`src/rtl/fifo_level_flags.sv`:
```
module fifo_level_flags #(
  parameter int DEPTH_LOG2 = 12,
  parameter int OFS_W      = 12,
  parameter int DEF_SMALL  = 127,
  parameter int DEF_LARGE  = 1023
) (
  input  logic                  clk,
  input  logic                  mrst,
  input  logic                  prst,
  input  logic                  ofs_ld,
  input  logic                  ser_en,
  input  logic                  ser_in,
  input  logic                  wr_en,
  input  logic                  rd_en,
  input  logic [OFS_W-1:0]      ofs_wdata,
  input  logic [DEPTH_LOG2:0]   count,
  output logic [OFS_W-1:0]      ofs_q,
  output logic                  ofs_rd_vld,
  output logic                  pae_n,
  output logic                  paf_n,
  output logic                  hf_n
);
  localparam int CNT_W = DEPTH_LOG2 + 1;
  localparam int CMP_W = ((CNT_W > OFS_W) ? CNT_W : OFS_W) + 1;
  localparam int CAP   = 1 << DEPTH_LOG2;
  localparam logic [OFS_W-1:0] DEF_S = OFS_W'(DEF_SMALL);
  localparam logic [OFS_W-1:0] DEF_L = OFS_W'(DEF_LARGE);
  localparam logic [CMP_W-1:0] CAP_X  = CMP_W'(CAP);
  localparam logic [CMP_W-1:0] HALF_X = CMP_W'(CAP / 2);

  logic [OFS_W-1:0] n_q, m_q;
  logic             par_q, wsel_q, rsel_q;
  logic [CMP_W-1:0] cnt_x, n_x, m_x;

  assign cnt_x = CMP_W'(count);
  assign n_x   = CMP_W'(n_q);
  assign m_x   = CMP_W'(m_q);

  wire ser_shift = !par_q && ser_en;
  wire par_write = par_q && ofs_ld && wr_en;
  wire rd_req    = ofs_ld && rd_en;

  always_ff @(posedge clk) begin
    if (mrst) begin
      par_q      <= ofs_ld;
      n_q        <= ofs_ld ? DEF_L : DEF_S;
      m_q        <= ofs_ld ? DEF_L : DEF_S;
      wsel_q     <= 1'b0;
      rsel_q     <= 1'b0;
      ofs_q      <= '0;
      ofs_rd_vld <= 1'b0;
      pae_n      <= 1'b1;
      paf_n      <= 1'b1;
      hf_n       <= 1'b1;
    end else if (prst) begin
      wsel_q     <= 1'b0;
      rsel_q     <= 1'b0;
      ofs_q      <= '0;
      ofs_rd_vld <= 1'b0;
      pae_n      <= 1'b1;
      paf_n      <= 1'b1;
      hf_n       <= 1'b1;
    end else begin
      if (ser_shift)
        {m_q, n_q} <= {ser_in, m_q, n_q[OFS_W-1:1]};
      if (par_write) begin
        if (wsel_q) m_q <= ofs_wdata;
        else        n_q <= ofs_wdata;
        wsel_q <= ~wsel_q;
      end
      if (rd_req) begin
        ofs_q  <= rsel_q ? m_q : n_q;
        rsel_q <= ~rsel_q;
      end
      ofs_rd_vld <= rd_req;
      pae_n <= !(cnt_x < n_x);
      paf_n <= !(cnt_x + m_x > CAP_X);
      hf_n  <= !(cnt_x > HALF_X);
    end
  end


  flags_after_reset_chk: assert property (@(posedge clk) disable iff (mrst || prst)
    $past(mrst || prst) |-> (pae_n && paf_n && hf_n && !ofs_rd_vld));


  pae_level_chk: assert property (@(posedge clk) disable iff (mrst || prst)
    !pae_n |-> ($past(cnt_x) < $past(n_x)));


  paf_level_chk: assert property (@(posedge clk) disable iff (mrst || prst)
    !paf_n |-> ($past(cnt_x) + $past(m_x) > CAP_X));


  hf_level_chk: assert property (@(posedge clk) disable iff (mrst || prst)
    !hf_n |-> ($past(cnt_x) > HALF_X));


  rd_vld_chk: assert property (@(posedge clk) disable iff (mrst || prst)
    $past(rd_req && !mrst && !prst) |-> ofs_rd_vld);


  ser_ignore_chk: assert property (@(posedge clk) disable iff (mrst)
    $past(!mrst && par_q && !(ofs_ld && wr_en)) |-> $stable({m_q, n_q}));
endmodule

```
`config.mk`:
```
export PLATFORM = sky130hd
export DESIGN_NAME = fifo_level_flags
export DESIGN_NICKNAME = d
export VERILOG_FILES = /design/src/rtl/fifo_level_flags.sv
export SDC_FILE = /design/constraint.sdc
export NUM_CORES = 1
export LEC_CHECK = 0
export ABC_CLOCK_PERIOD_IN_PS = 2900
export BUFFER_PORTS_ARGS = -buffer_cell sky130_fd_sc_hd__clkbuf_2
export CAP_MARGIN = 40
export CORE_MARGIN = 4
export CORE_UTILIZATION = 57
export CTS_CLUSTER_DIAMETER = 40
export DETAILED_ROUTE_END_ITERATION = 12
export PLACE_DENSITY = 0.8
export SLEW_MARGIN = 20
export SYNTH_ARGS = -nofsm -noshare
export SYNTH_HDL_FRONTEND = slang
export SYNTH_SLANG_ARGS = --single-unit
export TNS_END_PERCENT = 50
```
`constraint.sdc`:
```
create_clock -name clk -period 2.9 [get_ports clk]
set_input_delay 0 -clock clk [delete_from_list [all_inputs] [get_ports clk]]
set_output_delay 0 -clock clk [all_outputs]
set_load 0.02 [all_outputs]
```
==> results by stage <==
Yosys:
- Summed over its instances, the top area cell type makes up roughly a quarter of the synthesized netlist area.
- Counting flops with a built-in enable in the synthesized netlist gives 25.
- The post-synthesis cell area is ~3000 sq um.
- Of all cell types, the one taking the most synthesized area is sky130_fd_sc_hd__edfxtp_1.
- Yosys mapped the design onto 44 distinct sky130hd cell types.
- The post-synthesis async set-or-reset flop share is 0%.
- The primary flip-flop cell chosen by synthesis mapping is sky130_fd_sc_hd__edfxtp_1.
- Among all cell types in the netlist, the one instantiated most often is sky130_fd_sc_hd__nand2_1.
- The synthesized instance count is 351.
- After synthesis, the cell types taking the most area are sky130_fd_sc_hd__edfxtp_1, sky130_fd_sc_hd__dfxtp_1, sky130_fd_sc_hd__ha_1.
- In this run, synthesis produced a sequential element count of 43.
- The total nets after synthesis is 408.
- Averaged over all synthesized cells, the footprint is between 8 and 9 sq um.
- The count of yosys warnings during synthesis is 0.
- In the synthesized netlist, the cells that appear most often are sky130_fd_sc_hd__nand2_1, sky130_fd_sc_hd__o21ai_0, sky130_fd_sc_hd__edfxtp_1, sky130_fd_sc_hd__nor2_1, sky130_fd_sc_hd__ha_1.
- The sequential cell area fraction in the yosys report is approximately 37%.

Setup path:
- The worst register-to-register path has a depth of 10.
- The worst register-to-register path ends at paf_n.
- The kind of end point of the critical path is a flop.
- The endpoint arrival time on the critical path is 2.59 ns.
- The end point of the critical path is paf_n.
- The worst setup path is of the flop to flop kind.
- The cell with the biggest individual delay on the critical path is sky130_fd_sc_hd__edfxtp_1.
- The timing startpoint of the critical path is m_q[0].
- The kind of start point of the critical path is a flop.
- The worst setup slack for register-to-register paths is 0.50 ns.
- The origin of the critical flop-to-flop path is m_q[0].
- Walking the worst path, the cells encountered are ha_1 > inv_1 > fa_1 > nand2b_1 > a31oi_1 > o211ai_1 > a21oi_1 > o21bai_1 > a32oi_1 > o21ai_1.
- The critical path crosses 10 cells after its start point.
- The maximum fanout encountered on the critical timing path is 4.
- The family with the most delay on the worst path is compound AO/OA/AOI/OAI gates.
- The biggest cell delay along the critical path is between 0.4 and 0.5 ns.
- The number of buffer and inverter instances along the worst setup path is 1.
- At the worst endpoint, the required time is 3.08 ns.

Clock tree:
- The buffers inserted during post-CTS setup optimization is 0.
- Buffers inserted during clock tree synthesis total 5.
- The clock sink total is 43.
- The TritonCTS clock tree is done.
- The deepest level of the CTS H-tree is 2.
- After clock tree synthesis, the clock-pin slew on the worst setup and hold paths is 0.09 ns.
- The clock passes through at most 2 buffers.
- The later pin in the worst-skew pair is clocked with a latency of 0.30 ns.
- The tree is rooted in a sky130_fd_sc_hd__clkbuf_8.

Layout:
- The area growth from synthesis to final layout is 14.0%.
- The area of the multi-input gates is between 1500 and 2000 sq um.
- The post-route netlist has 15.9% of its cells at a drive strength greater than 1.
- The final cell utilization of the core is 67.0%.
- The combined flip-flop and latch cell area is between 1000 and 1500 sq um.
- The number of inserted diodes is 0.
- The filler cells instantiated in the layout total roughly 440.
- The number of nets in the finished design is between 400 and 500.

Timing:
- Setup violations remaining at the end of the flow were counted as 0.
- Of the available clock period, the critical path in the final layout requires 82.9%.
- Headroom to the max-slew limit came out at a little under half.
- The clock arrives with 0.0120 ns of skew.
- The minimum clock period after layout is 2.40 ns.
- The number of pins exceeding their max-slew limit in the final report came to 0.
- Static timing analysis puts the maximum clock frequency at ~0.42 GHz.
- The setup TNS after final layout is 0 ns.
- Setup repair after global routing left no endpoint under its margin.
- The transition time at the pin with the least slew margin is just over 0.8 ns.
- The count of final hold-check violations is 0.

Drt:
- The final layout contains routed wiring with a total length of roughly 7600 um.
- The number of iterations in the first detailed-routing pass is 7.
- Summing over every cut layer, the via total after detailed routing is ~2800.
- The number of nets still failing antenna checks after routing is 0.
- After detailed routing, the average wire length per cell comes to around 16 um.
- After detailed routing, the number of vias per cell comes to approximately 6.0.
- The violation count after the first detailed-routing iteration is 231.
- The DRC violation count after routing is 0.

Floorplanning:
- The core outline area is 5110 sq um.
- The total I/O pin count is just under 50.
- The die covers 6490 sq um.
- The horizontal die dimension is 80.6 um.
- Once the floorplan was initialized, standard cells occupied around 59% of the core.
- The height of the die is roughly 80 um.
- The total number of placement rows is 26.

Place:
- The HPWL reported at the end of detailed placement is 5830 um.
- The number of buffers inserted by port buffering is 48.
- The weighted congestion reported at the end of routability-driven placement is 0.887.

Pwr:
- For this design the ratio of total power to cell area is between 400 and 500 nW/um^2.
- Across the VDD grid, the largest voltage drop is around 250 uV.
- Of the total power, the clock network draws ~24%.
- Registers are responsible for 47.4% of the overall power.
- In this run switching power makes up around 32% of total power.
- Combinational cells account for about 28% of the total power.
- The design draws 1.55 mW.
- The analysis attributes to net switching a power of ~500 uW.
- The leakage power is 1.48 nW.
- The internal power contribution is approximately 1.0 mW.

Global routing:
- For this run, the total global-route usage over all layers was measured as 24.4%.
- The total overflow left after global routing is 0.
- The number of global-route vias before repair is about 2500.
- The number of antenna violations at the first check in global routing was 0.
- The first-pass GRT wire length is roughly 12000 um.
- Entering global routing, the biggest net connects 29 pins.

Run status:
- The flow ran to the end, and the final reports show no timing, DRC or antenna violations.

Flow run:
- Max-cap violations in this run came to 0.

Hold path:
- The type of the worst min-delay path is input pin to flop.
[layout make-up]
type | count | share of cell area, %
Multi-Input combinational cell | 267 | 50.7
Sequential cell | 43 | 32.5
Timing Repair Buffer | 57 | 9.50
Tap cell | 70 | 2.56
Inverter | 21 | 2.30
Clock buffer | 6 | 2.12
Clock inverter | 2 | 0.329
[logic make-up (layout without fill, tap and decap cells)]
logic type      count (synthesis)  in the layout  share of synthesized area [%]
flops                          43             43                           37.0
fa+ha+maj                      24             24                           10.3
xor+xnor                        3              3                          0.875
mux                            14             14                           4.67
buf+inv                        41             86                           5.17
compound gates                106            106                           23.0
simple gates                  120            120                           19.0
[power groups by stage]
stage	Sequential (mW)	Combinational [mW]	Clock (mW)
global placement	0.744	0.409	0
floorplan	0.742	0.301	0
detailed placement	0.747	0.423	0
CTS	0.732	0.430	0.380
global route	0.739	0.488	0.406
finish	0.734	0.436	0.377
[tightest hold or removal path: cells and delay by family]
kind            cells  cell delay [ns]
simple gates        2             0.14
buf+inv             1             0.10
compound gates      1             0.06
[per-stage QoR]
step	cells	hold slack, ns	worst slack (ns)	area [sq um]
final	466	0.0330	0.495	3420
after global routing	466	0.0530	0.354	3420
after CTS	465	0.0385	0.567	3410
after detailed placement	453	0.264	0.570	3280
after global placement	453	0.255	0.646	3280
after floorplan	351	0.0989	0.796	3000
[flip-flops by register name, indices dropped and copies added, names as in the netlist]
signal      flops
n_q            12
pae_n           1
wsel_q          1
hf_n            1
rsel_q          1
paf_n           1
m_q            12
ofs_q          12
par_q           1
ofs_rd_vld      1
[metal layers]
| metal | wire length, um | up-vias | global-route usage [%] |
|---|---|---|---|
| met5 | 0 | - | 0 |
| met4 | 153 | 0 | 8.11 |
| met3 | 657 | 18 | 3.59 |
| met2 | 3540 | 151 | 39.3 |
| met1 | 3260 | 1241 | 33.3 |
| li1 | - | 1368 | - |
[repair_timing]
action / CTS / global route
endpoints found under the setup margin: 0 / 0
gates resized for setup: 0 / 0
hold buffers: 4 / 0
endpoints found under the hold margin: 3 / 0
[worst min-delay path by stage]
stage | startpoint | to | slack [ns] | depth (start not counted)
floorplan | ofs_ld | par_q | 0.1 | 0
global placement | ofs_ld | par_q | 0.26 | 1
detailed placement | ofs_ld | par_q | 0.26 | 1
CTS | ofs_wdata[0] | n_q[0] | 0.04 | 3
global route | ofs_wdata[2] | m_q[2] | 0.05 | 3
finish | wr_en | wsel_q | 0.03 | 4
[layout by cell type, fill, tap and decap left out, drive strengths merged, types with 4 or more instances in the layout]
cell         instances
o21ai               37
nand2               47
buf                  5
o211ai              13
a211oi              12
nor2                24
edfxtp              25
a31oi                4
nand3               12
inv                 22
dfxtp               18
nand2b              19
a21o                 9
clkbuf              54
a311oi               4
a21oi               11
mux2i               14
dlygate4sd3          4
ha                  23
Note: power is estimated with default switching activity, not from simulation.
